$ cat src/rtl/pll_calc_pkg.sv
package pll_calc_pkg;
  localparam int FW = 8;   // multiplier / divider field width
  localparam int PW = 3;   // post-divider shift width

  typedef struct packed {
    logic [FW-1:0] n1;
    logic [FW-1:0] m1;
    logic [FW-1:0] n2;
    logic [FW-1:0] m2;
    logic [PW-1:0] p;
    logic          stage2;
    logic          zero;
  } pll_cfg_t;

  function automatic pll_cfg_t decode_single(input logic [31:0] ctrl);
    pll_cfg_t c;
    c.n1     = ctrl[15:8];
    c.m1     = ctrl[7:0];
    c.n2     = '0;
    c.m2     = '0;
    c.p      = ctrl[18:16];
    c.stage2 = 1'b0;
    c.zero   = !ctrl[31] || (ctrl[7:0] == '0);
    return c;
  endfunction

  function automatic pll_cfg_t decode_dual(input logic [31:0] ctrl, input logic [31:0] coef);
    pll_cfg_t c;
    c.n2     = coef[31:24];
    c.m2     = coef[23:16];
    c.n1     = coef[15:8];
    c.m1     = coef[7:0];
    c.p      = ctrl[18:16];
    c.stage2 = ctrl[30] && !ctrl[8];
    c.zero   = !ctrl[31] || (coef[7:0] == '0) || (c.stage2 && coef[23:16] == '0);
    return c;
  endfunction

  function automatic pll_cfg_t cfg_zero();
    pll_cfg_t c;
    c      = '0;
    c.zero = 1'b1;
    return c;
  endfunction
endpackage

$ cat src/rtl/pll_src_decode.sv
module pll_src_decode
  import pll_calc_pkg::*;
(
  input  logic [1:0]  dom_sel_i,
  input  logic [31:0] mast_sel_i,
  input  logic [31:0] core_pll_ctrl_i,
  input  logic [31:0] core_pll_coef_i,
  input  logic [31:0] aux_pll_ctrl_i,
  input  logic [31:0] mem_pll_ctrl_i,
  input  logic [31:0] mem_pll_coef_i,
  output pll_cfg_t    cfg_o
);
  logic [1:0] src;

  always_comb begin
    src = (dom_sel_i == 2'd1) ? mast_sel_i[5:4] : mast_sel_i[1:0];
    unique case (dom_sel_i)
      2'd0, 2'd1: begin
        unique case (src)
          2'd3:    cfg_o = decode_dual(core_pll_ctrl_i, core_pll_coef_i);
          2'd2:    cfg_o = decode_single(aux_pll_ctrl_i);
          default: cfg_o = cfg_zero();
        endcase
      end
      2'd2:    cfg_o = decode_dual(mem_pll_ctrl_i, mem_pll_coef_i);
      default: cfg_o = cfg_zero();
    endcase
  end
endmodule

$ cat src/rtl/pll_div_seq.sv
module pll_div_seq #(
  parameter int DW = 40,
  parameter int VW = 8
) (
  input  logic          clk_i,
  input  logic          rst_ni,
  input  logic          start_i,
  input  logic [DW-1:0] dividend_i,
  input  logic [VW-1:0] divisor_i,
  output logic [DW-1:0] quot_o,
  output logic          done_o
);
  localparam int CW = $clog2(DW + 1);

  logic [DW-1:0] q_q;
  logic [VW-1:0] rem_q, den_q;
  logic [CW-1:0] cnt_q;
  logic          done_q;
  logic [VW:0]   trial, diff, rem_nxt;
  logic          fits;

  always_comb begin
    trial   = {rem_q, q_q[DW-1]};
    fits    = trial >= {1'b0, den_q};
    diff    = trial - {1'b0, den_q};
    rem_nxt = fits ? diff : trial;
  end

  always_ff @(posedge clk_i or negedge rst_ni) begin
    if (!rst_ni) begin
      q_q    <= '0;
      rem_q  <= '0;
      den_q  <= '0;
      cnt_q  <= '0;
      done_q <= 1'b0;
    end else begin
      done_q <= 1'b0;
      if (start_i) begin
        q_q   <= dividend_i;
        rem_q <= '0;
        den_q <= divisor_i;
        cnt_q <= CW'(DW);
      end else if (cnt_q != '0) begin
        q_q   <= {q_q[DW-2:0], fits};
        rem_q <= rem_nxt[VW-1:0];
        cnt_q <= cnt_q - 1'b1;
        if (cnt_q == CW'(1)) done_q <= 1'b1;
      end
    end
  end

  assign quot_o = q_q;
  assign done_o = done_q;
endmodule

$ cat src/rtl/pll_freq_calc.sv
module pll_freq_calc
  import pll_calc_pkg::*;
#(
  parameter int REF_KHZ = 27000,
  parameter int ACC_W   = 40,
  parameter int OUT_W   = 32
) (
  input  logic             clk_i,
  input  logic             rst_ni,
  input  logic             start_i,
  input  logic [1:0]       dom_sel_i,
  input  logic [31:0]      mast_sel_i,
  input  logic [31:0]      core_pll_ctrl_i,
  input  logic [31:0]      core_pll_coef_i,
  input  logic [31:0]      aux_pll_ctrl_i,
  input  logic [31:0]      mem_pll_ctrl_i,
  input  logic [31:0]      mem_pll_coef_i,
  output logic [OUT_W-1:0] khz_o,
  output logic             done_o
);
  typedef enum logic [1:0] {S_IDLE = 2'd0, S_DIV1 = 2'd1, S_DIV2 = 2'd2, S_FIN = 2'd3} state_e;

  state_e          state_q;
  pll_cfg_t        cfg_d, cfg_q;
  logic [ACC_W-1:0] acc_q, div_quot;
  logic [FW-1:0]   den_q;
  logic            go_q, div_done, done_q;
  logic [OUT_W-1:0] khz_q;

  pll_src_decode u_dec (
    .dom_sel_i       (dom_sel_i),
    .mast_sel_i      (mast_sel_i),
    .core_pll_ctrl_i (core_pll_ctrl_i),
    .core_pll_coef_i (core_pll_coef_i),
    .aux_pll_ctrl_i  (aux_pll_ctrl_i),
    .mem_pll_ctrl_i  (mem_pll_ctrl_i),
    .mem_pll_coef_i  (mem_pll_coef_i),
    .cfg_o           (cfg_d)
  );

  pll_div_seq #(.DW(ACC_W), .VW(FW)) u_div (
    .clk_i      (clk_i),
    .rst_ni     (rst_ni),
    .start_i    (go_q),
    .dividend_i (acc_q),
    .divisor_i  (den_q),
    .quot_o     (div_quot),
    .done_o     (div_done)
  );

  always_ff @(posedge clk_i or negedge rst_ni) begin
    if (!rst_ni) begin
      state_q <= S_IDLE;
      cfg_q   <= '0;
      acc_q   <= '0;
      den_q   <= '0;
      go_q    <= 1'b0;
      khz_q   <= '0;
      done_q  <= 1'b0;
    end else begin
      go_q   <= 1'b0;
      done_q <= 1'b0;
      unique case (state_q)
        S_IDLE: if (start_i) begin
          cfg_q <= cfg_d;
          if (cfg_d.zero) begin
            acc_q   <= '0;
            state_q <= S_FIN;
          end else begin
            acc_q   <= ACC_W'(REF_KHZ) * ACC_W'(cfg_d.n1);
            den_q   <= cfg_d.m1;
            go_q    <= 1'b1;
            state_q <= S_DIV1;
          end
        end
        S_DIV1: if (div_done) begin
          if (cfg_q.stage2) begin
            acc_q   <= ACC_W'(div_quot[OUT_W-1:0]) * ACC_W'(cfg_q.n2);
            den_q   <= cfg_q.m2;
            go_q    <= 1'b1;
            state_q <= S_DIV2;
          end else begin
            acc_q   <= div_quot;
            state_q <= S_FIN;
          end
        end
        S_DIV2: if (div_done) begin
          acc_q   <= div_quot;
          state_q <= S_FIN;
        end
        S_FIN: begin
          khz_q   <= OUT_W'(acc_q >> cfg_q.p);
          done_q  <= 1'b1;
          state_q <= S_IDLE;
        end
        default: state_q <= S_IDLE;
      endcase
    end
  end

  assign khz_o  = khz_q;
  assign done_o = done_q;
endmodule

$ cat config.mk
export PLATFORM = sky130hd
export DESIGN_NAME = pll_freq_calc
export DESIGN_NICKNAME = d
export VERILOG_FILES = /design/src/rtl/pll_calc_pkg.sv /design/src/rtl/pll_src_decode.sv /design/src/rtl/pll_div_seq.sv /design/src/rtl/pll_freq_calc.sv
export SDC_FILE = /design/constraint.sdc
export NUM_CORES = 1
export LEC_CHECK = 0
export CORE_MARGIN = 8
export CORE_UTILIZATION = 59
export CTS_BUF_LIST = sky130_fd_sc_hd__clkbuf_8
export DETAILED_ROUTE_END_ITERATION = 7
export DONT_BUFFER_PORTS = 1
export PLACE_DENSITY = 0.76
export SLEW_MARGIN = 20
export SYNTH_ARGS = -nofsm -noshare
export SYNTH_HDL_FRONTEND = slang
export SYNTH_SLANG_ARGS = --single-unit
$ cat constraint.sdc
create_clock -name clk_i -period 6.7 [get_ports clk_i]
set_input_delay 1.34 -clock clk_i [delete_from_list [all_inputs] [get_ports clk_i]]
set_output_delay 1.34 -clock clk_i [all_outputs]
set_load 0.03 [all_outputs]
[After elaboration in Yosys (flattened, before gate mapping)]
Index checks and enable logic that the tools add are counted.
Word-level totals
  input bits: 197
  output and inout port bits: 33
  register bits: 167
  logic and storage cells: 100
Operators by class
  add/subtract/negate cells: 2
  multiply operators: 2
  $lt $le $gt $ge: 1
  shift-type cells: 1
  muxes and demuxes: 36
  reductions and logical operators: 30
  eq/ne operators: 13
Operator list (number)
  2-to-1 mux 40 bit: 6
  one-hot mux 37 bit (2 select lines): 2
  one-hot mux 40 bit (3 select lines): 1
  2-to-1 mux 8 bit: 7
  zero test 8 bit: 5
  multiplier 32 x 8 -> 40 bit: 1
  >> shifter 40 x 3 -> 32 bit: 1
  2-to-1 mux 23 bit: 1
  multiplier 12 x 8 -> 20 bit (first input constant): 1
  one-hot mux 8 bit (2 select lines): 1
  2-to-1 mux 6 bit: 2
  == test 2 bit (second input constant): 5
  2-to-1 mux 2 bit: 5
  >= comparator 9 x 8 -> 1 bit: 1
  2-to-1 mux 1 bit: 9
  one-hot mux 2 bit (4 select lines): 1
  subtractor 8 bit: 1
  == test 6 x 1 -> 1 bit (second input constant): 1
  inequality test 2 bit (second input constant): 3
  nonzero test 6 bit: 1
  subtractor 6 x 1 -> 6 bit (second input constant): 1
  zero test 1 bit: 5
  logical OR 1 bit: 5
  AND reduction 5 bit: 1
  11 further kinds: 18

[Depth between registers and ports, before layout]
  word-level depth: 10
  depth in mapped cells: 26
  depth with buffers taken out: 24

[By module]
From an unflattened synthesis, not the netlist that was laid out.
Unflattened totals
  cell total of the unflattened synthesis: 2155
  area, all modules: 19578.8 um^2
Modules (own cells, without submodules)
  pll_freq_calc: seq. area each 2602.5 um^2, area an instance 15488.6 um^2, times used 1, cells an instance 1697
  pll_div_seq: seq. area each 1576.5 um^2, area an instance 3286.9 um^2, times used 1, cells an instance 339
  pll_src_decode: seq. area each 0.0 um^2, area an instance 803.3 um^2, times used 1, cells an instance 119

[Least setup slack after synthesis]
Ideal clock, no wire load.
  kind: in2reg
  start point: input dom_sel_i[0]
  end point: register acc_q[20]
  path buffers: 2
  arrival time: 6.511 ns
  cell stages on the path: 23
  library setup time: 0.134 ns
  data required time: 6.566 ns
  path slack: 0.055 ns
  cell sequence: nor2b_1 -> mux2i_1 -> clkbuf_1 -> clkbuf_1 -> a22oi_1 -> o21ai_0 -> ha_1 -> inv_1 -> fa_1 -> inv_1 -> fa_1 -> inv_1 -> fa_1 -> inv_1 -> ha_1 -> o21ai_0 -> o21a_1 -> nor2_1 -> a21oi_1 -> a21oi_1 -> xor2_1 -> a222oi_1 -> o21ai_1
Between the ends
  word-level cells in the longest chain between the ends: 9
  elaborated cells between the ends (all ways): 13
  those cells by class: 1 x mul; 4 x eq/ne; 6 x mux; 2 x reduce/logical
RTL lines
  start, declared: RTL line pll_freq_calc.sv:11  | input logic [1:0] dom_sel_i,
  == test 2 x 1 -> 1 bit: RTL line pll_src_decode.sv:16, pll_src_decode.sv:17
  2-to-1 mux 2 bit: RTL line pll_src_decode.sv:16  | src = (dom_sel_i == 2'd1) ? mast_sel_i[5:4] : mast_sel_i[1:0];
  == test 2 bit: RTL line pll_src_decode.sv:19  | unique case (src)
  one-hot mux 37 bit (2 select lines): RTL line pll_src_decode.sv:19
  one-hot mux 37 bit (2 select lines) *: RTL line pll_src_decode.sv:17  | unique case (dom_sel_i)
  multiplier 12 x 8 -> 20 bit: RTL line pll_freq_calc.sv:70  | acc_q <= ACC_W'(REF_KHZ) * ACC_W'(cfg_d.n1);
  2-to-1 mux 23 bit *: RTL line pll_freq_calc.sv:66  | if (cfg_d.zero) begin
  2-to-1 mux 40 bit *: RTL line pll_freq_calc.sv:64  | S_IDLE: if (start_i) begin
  one-hot mux 40 bit (3 select lines) *: RTL line pll_freq_calc.sv:63  | unique case (state_q)
  end signal, assigned: RTL line pll_freq_calc.sv:70
  end signal, assigned: RTL line pll_freq_calc.sv:78  | acc_q <= ACC_W'(div_quot[OUT_W-1:0]) * ACC_W'(cfg_q.n2);
  end signal, assigned: RTL line pll_freq_calc.sv:83  | acc_q <= div_quot;
  end, declared: RTL line pll_freq_calc.sv:25  | logic [ACC_W-1:0] acc_q, div_quot;
Every way passes the cells marked *; elsewhere a longest branch is shown, timed or not. The select of a mux whose other input is x is not followed.
A chain may end at the register's enable or synchronous reset.

[Worst setup path after layout]
  start point: input dom_sel_i[0]
  end point: register acc_q[22]
Same word-level chain as after synthesis.

==> out/results.txt <==
Worst Tran Pin Value - 1.05 ns
routed length per instance - 19.9 µm
core area - 31,600 µm²
final period utilization - 0.913
Max Clk Rate - 0.163 GHz
CTS resizes - 0
CTS sink cnt - 167
Comb power frac - 0.690
outcome - finished clean
r2r setup slk - 0.88 ns
initial antenna violation count - 1
hold buffer count at CTS - 0
GRT Util Overall - 0.262
synthesized netlist cell count - 2,147
CTS tree - done
fin worst setup slack - 0.582 ns
chip width - 196 µm
Crit Path Class - primary input to flop
Nets - 2,579
Seq cells post-synth - 167
detailed-route wire length - 49.1 mm
Final Hold Fails - 0
total of warnings raised by yosys - 0
sw power - 5.91 mW
I/O Buffers - 0
Final min period - 6.12 ns
Vias/cell - 6.03
RSZ-0062 raised after global routing - no
type of origin of the critical path - primary input
Setup Buffers After CTS - 0
Detailed Place HPWL - 38.0 mm
DR pass1 iterations - 5
first-pass GRT wire length - 80.8 mm
Diodes inserted - 0
sw frac - 0.545
Cell variety after synth - 67
Setup WS pre-CTS - 0.108 ns
worst-skew pair later-pin latency - 0.50 ns
Placer Congestion - 0.935
Worst slew margin - 0.298
mapped cell area - 19,000 µm²
Setup Skew - 0.0198 ns
Synth Flop Type - dfrtp_1
largest net degree at the start of global routing - 168
Worst Path Required - 7.04 ns
initial drt markers - 970
min-delay worst type - flop to flop
Final Cell Area - 19,700 µm²
GRT overflow - 0
Clock Pin Slew Worst Setup and Hold Paths - 0.09 ns
Synth Net Count - 2,677
ANT nets after route - 0
Core Rows - 65
CTS Buffer Depth - 2
Peak supply drop - 0.279 mV
Max Cap Viol - 0
post-synthesis sequential area ratio - 0.220
hold_ws - 0.487 ns
# H-tree levels - 4
cts bufs inserted - 17
Clk pwr share - 0.079
vias in the first global route - 15,400
number of I/O pins - 230
chip height - 196 µm
# setup viols final - 0
async set-reset flop share out of synthesis - 1.00
Worst EP arrival - 6.46 ns
number of synthesized flops with an enable pin - 0
critical path fanouts, max - 11
Slew Limit Fails - 0
internal power - 4.93 mW
Pleak - 9.25 nW
final setup TNS - 0 ns
Worst setup EP type - flop
Starting Density - 0.602
layout cells sized above 1 - 0.0393
Synth-to-Final Area Change - 3.25%
Die Area - 38,300 µm²
DRC violations left - 0
Seq pwr share - 0.231
Area after DPL - 19,200 µm²
Cell Pwr Density - 551 nW/µm²
via count - 14,900
Root Buffer - clkbuf_8
Avg Inst Size Synth - 8.87 µm²
power groups by stage:
stage                     combinational [mW]  sequential, mW  clock [mW]
after floorplan                         5.98            1.89           0
after global placement                  7.23            2.49           0
after detailed placement                7.37            2.50           0
after CTS                               7.48            2.48       0.862
after global routing                    8.40            2.57       0.901
final                                   7.48            2.51       0.853
layout make-up:
cell class	count	area (µm²)
Tap cell	402	503
Sequential cell	167	4190
Clock inverter	14	209
Fill cell	2671	12000
Inverter	254	953
Timing Repair Buffer	22	165
Clock buffer	18	248
Multi-Input combinational cell	1587	13400
per-layer routing:
layer / wire length [µm] / track usage / share of wire
met1: 20400 / 0.339 / 0.42
met2: 23900 / 0.438 / 0.49
met3: 3610 / 0.0579 / 0.073
met4: 1240 / 0.0769 / 0.025
met5: 0 / 0 / 0
cell usage after synthesis, drive strengths merged (9+ instances only):
library cell | instances | area [µm²]
inv | 254 | 953
nand2 | 236 | 886
fa | 206 | 4120
and2 | 174 | 1090
dfrtp | 167 | 4180
o21ai | 149 | 757
mux2i | 137 | 1370
ha | 127 | 1590
nor2 | 124 | 468
clkbuf | 115 | 432
a21oi | 109 | 546
a22oi | 52 | 390
xnor2 | 28 | 245
buf | 24 | 93.8
xor2 | 24 | 210
a21o | 23 | 173
nand3 | 18 | 90.1
a221oi | 17 | 155
nor4 | 13 | 81.3
a211oi | 12 | 90.1
mux2 | 12 | 135
nor2b | 12 | 75.1
nand2b | 9 | 56.3
registers in the layout, summed over array words and instances (netlist names):
| signal | cells |
|---|---|
| khz_o | 32 |
| cfg_q | 20 |
| go_q | 1 |
| den_q | 8 |
| u_div.done_o | 1 |
| u_div.den_q | 8 |
| u_div.rem_q | 8 |
| state_q | 2 |
| acc_q | 40 |
| done_o | 1 |
| u_div.quot_o | 40 |
| u_div.cnt_q | 6 |
final timing paths:
| path | startpoint | end | cells past startpoint |
|---|---|---|---|
| setup / recovery | dom_sel_i[0] | acc_q[22]$_DFFE_PN0P_ | 23 |
| hold / removal | den_q[1]$_DFFE_PN0P_ | u_div.den_q[1]$_DFFE_PN0P_ | 2 |
| setup reg to reg | cfg_q[19]$_DFFE_PN0P_ | acc_q[38]$_DFFE_PN0P_ | 17 |
| hold reg to reg | den_q[1]$_DFFE_PN0P_ | u_div.den_q[1]$_DFFE_PN0P_ | 2 |
| max in group asynchronous | rst_ni | cfg_q[15]$_DFFE_PN0P_ | 0 |
| min in group asynchronous | rst_ni | khz_o[30]$_DFFE_PN0P_ | 0 |
worst max-delay path: stages:
cell,delay [ns]
nor2b_1,0.18
o21ai_1,0.12
buf_4,0.18
a22oi_1,0.18
nor2_1,0.06
a21o_1,0.23
fa_1,0.52
inv_1,0.07
fa_1,0.48
inv_1,0.05
fa_1,0.50
inv_1,0.05
fa_1,0.53
inv_1,0.04
ha_1,0.32
o21ai_0,0.34
o21a_1,0.18
nor2_1,0.06
a21oi_1,0.27
a21oi_1,0.14
xnor2_1,0.20
a222oi_1,0.31
o21ai_1,0.11
cell families after synthesis:
kind of cell / after synthesis / synth area share
AOI/OAI and AO/OA: 426 / 0.139
and+or+nand+nor: 624 / 0.157
xor gates and xnor gates: 52 / 0.0239
muxes: 152 / 0.0827
buffers and inverters: 393 / 0.0777
DFF: 167 / 0.220
adders and majority gates: 333 / 0.300
through the flow:
stage               power [mW]  cells  utilization
floorplan                 7.88   2147            -
global placement          9.72   2432        0.607
detailed placement        9.88   2432        0.607
CTS                       10.8   2464        0.621
global route              11.9   2464        0.621
finish                    10.8   2464        0.621
placed cells by master (no fill, tap or decap), drive strengths merged, types with 13 or more instances in the layout:
cell      n
nand3    18
a22oi    52
fa      206
inv     262
o21ai   149
and2    174
mux2i   137
nor4     13
nor2    124
buf      22
a221oi   17
clkbuf   18
nand2   236
a21oi   109
ha      127
a21o     23
dfrtp   167
xnor2    28
xor2     24
No activity file was read; power rests on OpenSTA's default activity.
